**src/rtl/memwait_pkg.sv**
```systemverilog
package memwait_pkg;

    localparam int NUM_PORTS = 2;
    localparam int PORT_INS  = 0;
    localparam int PORT_DAT  = 1;

    typedef enum logic {
        CORE_HELD = 1'b0,
        CORE_RUN  = 1'b1
    } core_phase_e;

endpackage

```
**src/rtl/memwait_port_hold.sv**
```systemverilog
module memwait_port_hold #(
    parameter int ADDR_W = 32,
    parameter int CNT_W  = 4
) (
    input  logic              clk,
    input  logic              rst_n,
    input  logic              advance,
    input  logic [ADDR_W-1:0] in_addr,
    input  logic              in_req,
    input  logic              in_wr,
    input  logic [CNT_W-1:0]  in_cnt,
    output logic [CNT_W-1:0]  eff_cnt,
    output logic [ADDR_W-1:0] out_addr,
    output logic              out_req,
    output logic              out_wr
);

    typedef struct packed {
        logic [ADDR_W-1:0] addr;
        logic              req;
        logic              wr;
    } hold_t;

    hold_t hold_d, hold_q;

    // Next state: reload only when the core is allowed to advance.
    always_comb begin
        hold_d = hold_q;
        if (advance) begin
            hold_d.addr = in_addr;
            hold_d.req  = in_req;
            hold_d.wr   = in_wr;
        end
    end

    always_ff @(posedge clk or negedge rst_n) begin
        if (!rst_n) begin
            hold_q <= '0;
        end else begin
            hold_q <= hold_d;
        end
    end

    // An idle port asks for no wait cycles.
    assign eff_cnt  = in_req ? in_cnt : '0;

    // During reset the memory side follows the core directly.
    assign out_addr = rst_n ? hold_q.addr : in_addr;
    assign out_req  = rst_n ? hold_q.req  : in_req;
    assign out_wr   = rst_n ? hold_q.wr   : in_wr;

    // nothing reloads on a stalled edge.
    a_r3_hold_stable: assert property (@(posedge clk) disable iff (!rst_n)
        !advance |=> ($stable(hold_q.addr) && $stable(hold_q.req) && $stable(hold_q.wr)))
        else $error("a_r3_hold_stable");

endmodule

```
**src/rtl/memwait_counter.sv**
```systemverilog
module memwait_counter #(
    parameter int CNT_W     = 4,
    parameter int NUM_PORTS = 2
) (
    input  logic                           clk,
    input  logic                           rst_n,
    input  logic                           advance,
    input  logic [NUM_PORTS-1:0][CNT_W-1:0] eff_cnt,
    output logic                           cnt_idle
);

    typedef struct packed {
        logic [CNT_W-1:0] cnt;
    } ctr_t;

    ctr_t             ctr_d, ctr_q;
    logic [CNT_W-1:0] max_cnt;

    // One stall covers both ports, so the longest request wins.
    always_comb begin
        max_cnt = '0;
        for (int p = 0; p < NUM_PORTS; p++) begin
            if (eff_cnt[p] > max_cnt) begin
                max_cnt = eff_cnt[p];
            end
        end
    end

    always_comb begin
        ctr_d = ctr_q;
        if (advance) begin
            ctr_d.cnt = max_cnt;
        end else if (ctr_q.cnt != '0) begin
            ctr_d.cnt = ctr_q.cnt - 1'b1;
        end
    end

    always_ff @(posedge clk or negedge rst_n) begin
        if (!rst_n) begin
            ctr_q <= '0;
        end else begin
            ctr_q <= ctr_d;
        end
    end

    assign cnt_idle = (ctr_q.cnt == '0);

    // a pending count means the edge was stalled, so it drops by one.
    a_r5_count_down: assert property (@(posedge clk) disable iff (!rst_n)
        (ctr_q.cnt != '0) |=> (ctr_q.cnt == $past(ctr_q.cnt) - 1'b1))
        else $error("a_r5_count_down");

endmodule

```
**src/rtl/memwait_stall_reg.sv**
```systemverilog
module memwait_stall_reg
    import memwait_pkg::*;
(
    input  logic clk,
    input  logic rst_n,
    input  logic cnt_idle,
    output logic wait_n
);

    typedef struct packed {
        core_phase_e phase;
    } stall_t;

    stall_t stall_d, stall_q;

    always_comb begin
        stall_d       = stall_q;
        stall_d.phase = cnt_idle ? CORE_RUN : CORE_HELD;
    end

    // Falling-edge register keeps changes in the low half of the clock.
    always_ff @(negedge clk or negedge rst_n) begin
        if (!rst_n) begin
            stall_q <= '{phase: CORE_RUN};
        end else begin
            stall_q <= stall_d;
        end
    end

    assign wait_n = (stall_q.phase == CORE_RUN);

endmodule

```
**src/rtl/memwait_ctrl.sv**
```systemverilog
module memwait_ctrl
    import memwait_pkg::*;
#(
    parameter int ADDR_W = 32,
    parameter int CNT_W  = 4
) (
    input  logic              clk,
    input  logic              rst_n,
    input  logic [ADDR_W-1:0] ins_addr,
    input  logic              ins_req,
    input  logic              ins_wr,
    input  logic [CNT_W-1:0]  ins_wait_cnt,
    input  logic [ADDR_W-1:0] dat_addr,
    input  logic              dat_req,
    input  logic              dat_wr,
    input  logic [CNT_W-1:0]  dat_wait_cnt,
    output logic [ADDR_W-1:0] mem_ins_addr,
    output logic              mem_ins_req,
    output logic              mem_ins_wr,
    output logic [ADDR_W-1:0] mem_dat_addr,
    output logic              mem_dat_req,
    output logic              mem_dat_wr,
    output logic              core_wait_n,
    output logic              dbg_core_en
);

    localparam int NP = NUM_PORTS;

    logic [NP-1:0][ADDR_W-1:0] in_addr, out_addr;
    logic [NP-1:0]             in_req, in_wr, out_req, out_wr;
    logic [NP-1:0][CNT_W-1:0]  in_cnt, eff_cnt;
    logic                      cnt_idle;
    logic                      wait_n;

    assign in_addr[PORT_INS] = ins_addr;
    assign in_req [PORT_INS] = ins_req;
    assign in_wr  [PORT_INS] = ins_wr;
    assign in_cnt [PORT_INS] = ins_wait_cnt;
    assign in_addr[PORT_DAT] = dat_addr;
    assign in_req [PORT_DAT] = dat_req;
    assign in_wr  [PORT_DAT] = dat_wr;
    assign in_cnt [PORT_DAT] = dat_wait_cnt;

    for (genvar p = 0; p < NP; p++) begin : g_port
        memwait_port_hold #(
            .ADDR_W (ADDR_W),
            .CNT_W  (CNT_W)
        ) u_hold (
            .clk      (clk),
            .rst_n    (rst_n),
            .advance  (wait_n),
            .in_addr  (in_addr[p]),
            .in_req   (in_req[p]),
            .in_wr    (in_wr[p]),
            .in_cnt   (in_cnt[p]),
            .eff_cnt  (eff_cnt[p]),
            .out_addr (out_addr[p]),
            .out_req  (out_req[p]),
            .out_wr   (out_wr[p])
        );
    end

    memwait_counter #(
        .CNT_W     (CNT_W),
        .NUM_PORTS (NP)
    ) u_counter (
        .clk      (clk),
        .rst_n    (rst_n),
        .advance  (wait_n),
        .eff_cnt  (eff_cnt),
        .cnt_idle (cnt_idle)
    );

    memwait_stall_reg u_stall (
        .clk      (clk),
        .rst_n    (rst_n),
        .cnt_idle (cnt_idle),
        .wait_n   (wait_n)
    );

    assign mem_ins_addr = out_addr[PORT_INS];
    assign mem_ins_req  = out_req [PORT_INS];
    assign mem_ins_wr   = out_wr  [PORT_INS];
    assign mem_dat_addr = out_addr[PORT_DAT];
    assign mem_dat_req  = out_req [PORT_DAT];
    assign mem_dat_wr   = out_wr  [PORT_DAT];
    assign core_wait_n  = wait_n;
    assign dbg_core_en  = wait_n;

    // an edge the core may take always finds the counter drained.
    a_r4_run_means_idle: assert property (@(posedge clk) disable iff (!rst_n)
        core_wait_n |-> cnt_idle)
        else $error("a_r4_run_means_idle");

    // a stalled edge always has wait cycles left to count.
    a_r5_stall_has_count: assert property (@(posedge clk) disable iff (!rst_n)
        !core_wait_n |-> !cnt_idle)
        else $error("a_r5_stall_has_count");

endmodule

```
**config.mk**
```make
export PLATFORM = sky130hd
export DESIGN_NAME = memwait_ctrl
export DESIGN_NICKNAME = d
export VERILOG_FILES = /design/src/rtl/memwait_pkg.sv /design/src/rtl/memwait_port_hold.sv /design/src/rtl/memwait_counter.sv /design/src/rtl/memwait_stall_reg.sv /design/src/rtl/memwait_ctrl.sv
export SDC_FILE = /design/constraint.sdc
export NUM_CORES = 1
export LEC_CHECK = 0
export BUFFER_PORTS_ARGS = -buffer_cell sky130_fd_sc_hd__buf_2
export CORE_ASPECT_RATIO = 0.75
export CORE_MARGIN = 2
export CORE_UTILIZATION = 30
export DETAILED_ROUTE_END_ITERATION = 16
export GPL_ROUTABILITY_DRIVEN = 0
export PLACE_DENSITY = 0.65
export SLEW_MARGIN = 10
export SYNTH_ARGS = -nofsm -noshare
export SYNTH_HDL_FRONTEND = slang
export SYNTH_SLANG_ARGS = --single-unit
```
**constraint.sdc**
```tcl
create_clock -name clk -period 3.07 [get_ports clk]
set_clock_uncertainty 0.05 [all_clocks]
set_input_delay 0 -clock clk [delete_from_list [all_inputs] [get_ports clk]]
set_output_delay 0 -clock clk [all_outputs]
set_load 0.01 [all_outputs]
```
==> results of run 1 <==
cells in the final DEF, fill, tap and decap left out, types with 2 or more instances in the layout:
master	instances
clkinvlp_4	2
clkbuf_8	3
inv_1	5
nand2_1	8
dlygate4sd3_1	73
buf_2	146
clkbuf_16	10
ha_1	5
dfrtp_1	72
a21o_1	2
nand2b_1	2
buf_12	2
o221ai_1	3
mux2_2	136
and2_1	2
area by class of cell:
class | instances | area (um^2)
Clock buffer | 12 | 267
Clock inverter | 5 | 53.8
Fill cell | 1103 | 6530
Inverter | 4 | 15.0
Multi-Input combinational cell | 175 | 1840
Sequential cell | 73 | 1830
Tap cell | 166 | 208
Timing Repair Buffer | 224 | 1560
Yosys cell counts, drive strengths merged:
| master | count |
|---|---|
| a2111oi | 1 |
| a211o | 1 |
| a21o | 2 |
| and2 | 2 |
| and3b | 1 |
| buf | 16 |
| clkbuf | 2 |
| dfrtp | 72 |
| dfstp | 1 |
| ha | 5 |
| inv | 5 |
| mux2 | 136 |
| nand2 | 8 |
| nand2b | 2 |
| nand3 | 1 |
| nand3b | 1 |
| nand4 | 1 |
| nor2b | 1 |
| nor3 | 1 |
| nor3b | 1 |
| o21ai | 2 |
| o21ba | 1 |
| o221ai | 3 |
| o22a | 1 |
| o31ai | 1 |
| or2 | 1 |
| or3 | 1 |
| xnor2 | 1 |
power breakdown:
| group | leakage [nW] | internal, mW | switching (mW) |
|---|---|---|---|
| Sequential | 0.852 | 1.48 | 0.245 |
| Combinational | 1.59 | 1.20 | 0.786 |
| Clock | 0.156 | 0.696 | 0.402 |
per-stage QoR:
step,hold slack [ns],power [mW]
floorplan,-0.346,3.05
global placement,0.123,3.53
detailed placement,0.135,3.60
CTS,0.0556,4.83
global route,0.0831,5.15
finish,0.0746,4.80
worst max-delay path, cell delays in order (launching register included):
cell     delay, ns
dfstp_4       0.66
buf_12        0.21
mux2_2        0.37
registers in the layout, summed over array words and instances, names as in the netlist:
name	count
u_stall.wait_n	1
u_counter.ctr_q	4
g_port.u_hold.hold_q	68
cell families (layout without fill, tap and decap cells):
| kind of cell | Yosys count | in the layout |
|---|---|---|
| multiplexers | 136 | 136 |
| flip-flops | 73 | 73 |
| buffers and inverters | 23 | 245 |
| AND/OR/NAND/NOR | 21 | 21 |
| AO/OA/AOI/OAI | 12 | 12 |
| adder cells (fa/ha/maj) | 5 | 5 |
| XOR/XNOR | 1 | 1 |
routing by layer:
metal / vias to the layer above / routed length, um / global-route usage
met3: 12 / 643 / 0.0465
met2: 107 / 4240 / 0.222
met1: 1446 / 3970 / 0.158
li1: 1426 / - / -
met4: 0 / 111 / 0.0466
met5: - / 0 / 0
repair_timing:
action	CTS	global route
gates resized for setup	1	0
setup buffers	0	0
setup endpoints to repair	2	2
hold endpoints to repair	143	0
cloned	0	1
hold buffers	73	0
how the worst max path moves through the flow:
stage                             startpoint                                 endpoint  slack [ns]  cells past startpoint
finish              u_stall.wait_n$_DFF_NN1_  g_port[0].u_hold.hold_q[17]$_DFFE_PN0P_        0.05                      2
detailed placement  u_stall.wait_n$_DFF_NN1_  g_port[0].u_hold.hold_q[28]$_DFFE_PN0P_        0.08                      2
floorplan           u_stall.wait_n$_DFF_NN1_  g_port[1].u_hold.hold_q[10]$_DFFE_PN0P_       0.009                      4
global route        u_stall.wait_n$_DFF_NN1_  g_port[0].u_hold.hold_q[17]$_DFFE_PN0P_        0.02                      2
global placement    u_stall.wait_n$_DFF_NN1_  g_port[0].u_hold.hold_q[18]$_DFFE_PN0P_        0.10                      2
CTS                 u_stall.wait_n$_DFF_NN1_                              core_wait_n       0.007                      2
==> summary.txt, run 1 <==
Power and ir drop
  – Cell Pwr Density: 831 nW/um^2
  – P_leak: 2.60 nW
  – Peak VDD IR: 0.416 mV

STA
  – Final setup TNS: 0 ns
  – Final worst slack: 0.0454 ns
  – Worst-margin pin slew: 0.783 ns
  – Slew headroom: 0.478
  – Hold Vio Cnt, Final: 0
  – Setup violations, final: 0
  – Final Max Tran Viols: 0
  – RSZ-0062 raised after global routing: no

Finish
  – Final Core Density: 0.470
  – Area grow syn2layout: 52.5%
  – Layout Nets: 571
  – # diodes: 0
  – Post-route insts no fill: 659
  – Final Cell Area: 5780 um^2
  – Layout cells sized above 1: 0.627

Clock tree
  – Sink Count: 73
  – Maximum clock path buffer count: 2
  – Worst-path clk slew: 0.06 ns
  – Clock root buffer master: clkbuf_16
  – Clk Latency, worst-skew pair: 0.38 ns
  – Total CTS buffers: 9
  – Htree depth: 3
  – CTS tree: done

Synthesis
  – Largest family of logic cells by synthesized area: multiplexers
  – Mux contribution to synthesized area: 0.404
  – Post-synthesis cell type count: 30
  – Share of the synthesized area in the top cell type: 0.475
  – Mapped Area: 3790 um^2
  – Adder-cell share of the synthesized area: 0.0165
  – Sequential area share after synthesis: 0.482
  – Synth area leaders: dfrtp_1 (48%), mux2_2 (40%), ha_1 (1.7%)
  – Post-Syn Instances: 271
  – Number of synthesized register bits: 73
  – Compound-gate portion of the synthesized area: 0.0310
  – Post-Synth XOR/XNOR Area: 0.00231
  – Simple-gate share of the synthesized area: 0.0324
  – Cell taking the most area after synthesis: dfrtp_1
  – Post-Syn Area per Cell: 14.0 um^2
  – Synth Net Count: 354
  – Syn. warnings: 0

Drt
  – Detailed-route via count: 2991
  – Vias per inst: 4.54
  – Antenna viol nets, final: 0
  – DR iter-0 viols: 53
  – TritonRoute pass-1 iters: 4
  – Drt drc: 0
  – DRT Wirelength: 8.96 mm
  – WL/cell: 13.6 um

Critical path
  – Reg2Reg Depth: 2
  – Worst R2R Start: u_stall.wait_n$_DFF_NN1_
  – WP data arrival: 3.18 ns
  – Critical path class: register to register
  – Critical Path RT: 3.23 ns
  – Critical path capture point type: register
  – Flop2flop setup slack: 0.05 ns
  – Crit Path Max Fanout: 33
  – Crit Reg-Reg Endpoint: g_port[0].u_hold.hold_q[17]$_DFFE_PN0P_
  – Setup crit start kind: register

Die
  – Starting density of the core: 0.308
  – IO Pins: 148
  – Die height: 101 um
  – Site Rows: 35
  – Die W: 134 um
  – Die ar.: 13600 um^2
  – Core area: 12300 um^2

Global route
  – Vias in the first global route: 2966
  – Total congestion overflow: 0
  – Initial antenna violation count: 0
  – First-pass GRT wire length: 14.2 mm
  – Total GRT Usage: 0.132
  – Largest net degree at the start of global routing: 141

Place
  – Post-placement worst setup slack: 0.0772 ns
  – Final HPWL DP: 5.19 mm
  – Dpl cells: 569
  – PortBufs: 147
  – Placed cell area: 4700 um^2

Worst hold path
  – WHS Endpoint: u_counter.ctr_q[3]$_DFFE_PN0P_
  – Cells on Worst Hold Path: 4
  – Hold_sp: dat_wait_cnt[3]
  – Hold/Removal Path Class: input port to register

Run
  – MaxCap Viol Count: 0

Status
  – Status: finished clean
Power figures use the tool's default switching activity.
==> run 2, diff against run 1 <==
--- a/config.mk
+++ b/config.mk
@@ -8,10 +8,11 @@
 export BUFFER_PORTS_ARGS = -buffer_cell sky130_fd_sc_hd__buf_2
 export CORE_ASPECT_RATIO = 0.75
 export CORE_MARGIN = 2
-export CORE_UTILIZATION = 30
+export CORE_UTILIZATION = 53
 export DETAILED_ROUTE_END_ITERATION = 16
 export GPL_ROUTABILITY_DRIVEN = 0
-export PLACE_DENSITY = 0.65
+export HOLD_SLACK_MARGIN = 0.06
+export PLACE_DENSITY = 0.95
 export SLEW_MARGIN = 10
 export SYNTH_ARGS = -nofsm -noshare
 export SYNTH_HDL_FRONTEND = slang
==> run 2 against run 1 <==
Count of clock-buffer cells in the layout stayed put. Final area fell by 3.6%. Worst hold slack better by 0.033 ns. Wire length is 5.1% higher. Non-clock buffer count is the same. Largest power group unchanged.
==> summary.txt, run 2 (synthesis gave the netlist of run 1 again) <==
Power and ir drop
  – Switching Power: 1.43 mW
  – Seq pwr share: 0.381
  – P_leak: 2.55 nW
  – Combinational power share: 0.438
  – Internal power: 3.13 mW
  – Peak VDD IR: 0.454 mV
  – Clk pwr share: 0.181
  – Cell Pwr Density: 818 nW/um^2
  – Sw frac: 0.313

Drt
  – Vias per inst: 5.05
  – Antenna viol nets, final: 0
  – DR iter-0 viols: 123
  – TritonRoute pass-1 iters: 4
  – WL/cell: 15.9 um
  – Drt drc: 0
  – Detailed-route via count: 2987
  – DRT Wirelength: 9.42 mm

Critical path
  – Crit path largest cell delay: 0.58 ns
  – Critical path class: register to register
  – Buffers and inverters on the worst path: 1
  – Reg2Reg Depth: 2
  – Setup crit start kind: register
  – CP top delay family: flip-flops
  – Crit Reg-Reg Endpoint: g_port[1].u_hold.hold_q[3]$_DFFE_PN0P_
  – Critical path capture point type: register
  – WP depth: 2
  – WP data arrival: 3.12 ns
  – Worst path slowest cell: dfstp_2
  – Crit-path cells: buf_4 > mux2_2
  – Worst R2R Start: u_stall.wait_n$_DFF_NN1_
  – Critical Path RT: 3.23 ns
  – Flop2flop setup slack: 0.11 ns
  – Crit Path Max Fanout: 16

Die
  – Core area: 6860 um^2
  – Starting density of the core: 0.552
  – Die W: 102 um
  – IO Pins: 148
  – Site Rows: 26
  – Die height: 77.2 um
  – Die ar.: 7850 um^2

Worst hold path
  – WHS Endpoint: u_counter.ctr_q[3]$_DFFE_PN0P_
  – Cells on Worst Hold Path: 4
  – Hold/Removal Path Class: input port to register
  – Hold_sp: dat_wait_cnt[3]

Clock tree
  – Sink Count: 73
  – Total CTS buffers: 9
  – Clock root buffer master: clkbuf_8
  – Maximum clock path buffer count: 2
  – CTS-repair resized insts: 0
  – # Post-CTS Setup Buffers: 0
  – CTS tree: done
  – Worst-path clk slew: 0.07 ns
  – Htree depth: 3
  – Clk Latency, worst-skew pair: 0.37 ns

STA
  – RSZ-0062 raised after global routing: no
  – Setup violations, final: 0
  – Hold Vio Cnt, Final: 0
  – Hold slack: 0.108 ns
  – Slew headroom: 0.545
  – Final Max Tran Viols: 0
  – Final setup TNS: 0 ns
  – Worst-margin pin slew: 0.683 ns
  – Final worst slack: 0.108 ns

Global route
  – First-pass GRT wire length: 15.2 mm
  – Vias in the first global route: 3214
  – Initial antenna violation count: 0
  – Total congestion overflow: 0
  – Total GRT Usage: 0.251
  – Largest net degree at the start of global routing: 141

Finish
  – Layout fillers: 361
  – Max FFs per register: 68
  – Commonest cells after routing, fill and taps aside: buf_2 (146), mux2_2 (136), dlygate4sd3_1 (73)
  – Commonest non-fill, non-tap cell in the layout: buf_2
  – # diodes: 0
  – Largest Register: g_port.u_hold.hold_q
  – Layout Nets: 571
  – Area grow syn2layout: 47.0%
  – Layout cells sized above 1: 0.623

Place
  – PortBufs: 147
  – Post-placement worst setup slack: 0.156 ns
  – Final HPWL DP: 5.56 mm

Status
  – Status: finished clean

Run
  – MaxCap Viol Count: 0
## run 2: cell types whose count changed in the layout (fill, tap and decap cells not counted)
cell,change
bufinv_16,+1
clkbuf_8,+7
clkinv_2,-1
clkbuf_16,-10
clkbuf_1,+2
dfstp_4,-1
buf_16,-1
buf_12,+1
dfstp_2,+1
clkinv_4,+1
buf_4,+1
clkinvlp_4,-1
## run 2: layout make-up
type | count | area (um^2) | area share
clock buffer | 12 | 145 | 0.0261
clock inverter | 5 | 80.1 | 0.0144
inverter | 4 | 15.0 | 0.00270
multi-input combinational | 175 | 1840 | 0.331
sequential | 73 | 1830 | 0.328
tap | 98 | 123 | 0.0220
timing repair buffer | 224 | 1540 | 0.276
## run 2: worst max path at each step
stage                                  start  slack (ns)                                       to
floorplan           u_stall.wait_n$_DFF_NN1_       0.009  g_port[1].u_hold.hold_q[10]$_DFFE_PN0P_
global placement    u_stall.wait_n$_DFF_NN1_        0.19  g_port[0].u_hold.hold_q[32]$_DFFE_PN0P_
detailed placement  u_stall.wait_n$_DFF_NN1_        0.16  g_port[0].u_hold.hold_q[28]$_DFFE_PN0P_
CTS                 u_stall.wait_n$_DFF_NN1_        0.12                              dbg_core_en
global route        u_stall.wait_n$_DFF_NN1_        0.07                              dbg_core_en
finish              u_stall.wait_n$_DFF_NN1_        0.11   g_port[1].u_hold.hold_q[3]$_DFFE_PN0P_
## run 2: worst min-delay path: cells and delay by family
kind,cells,cell delay [ns]
compound gates,2,0.24
buf+inv,1,0.10
simple gates,1,0.10
## run 2: repair_timing
item                       in CTS  in global routing
hold endpoints to repair      143                  0
setup endpoints to repair       0                  0
hold buffers                   73                  0
## run 2: per-stage QoR
stage                     power (mW)  cells   util  cell area, um^2
after floorplan                 3.05    271      -             3800
after global placement          3.52    502  0.673             4620
after detailed placement        3.64    502  0.673             4620
after CTS                       4.56    591  0.812             5570
after global routing            4.86    591  0.812             5570
final                           4.56    591  0.812             5570
## run 2: metal layers
layer  routed length (um)  track usage  share of wire  vias to the layer above
met2                 4760        0.436           0.50                      121
met3                  783       0.0884          0.083                       17
met1                 3680        0.276           0.39                     1430
met5                    0            0              0                        -
met4                  199        0.103          0.021                        0
li1                     -            -              -                     1419
## run 2: power by group through the flow
stage	registers (mW)	logic (mW)	clock network, mW
final	1.74	2.00	0.825
after global routing	1.80	2.17	0.894
after CTS	1.72	1.98	0.855
after detailed placement	1.73	1.90	0.00408
after global placement	1.69	1.82	0.00408
after floorplan	1.65	1.40	0.00408
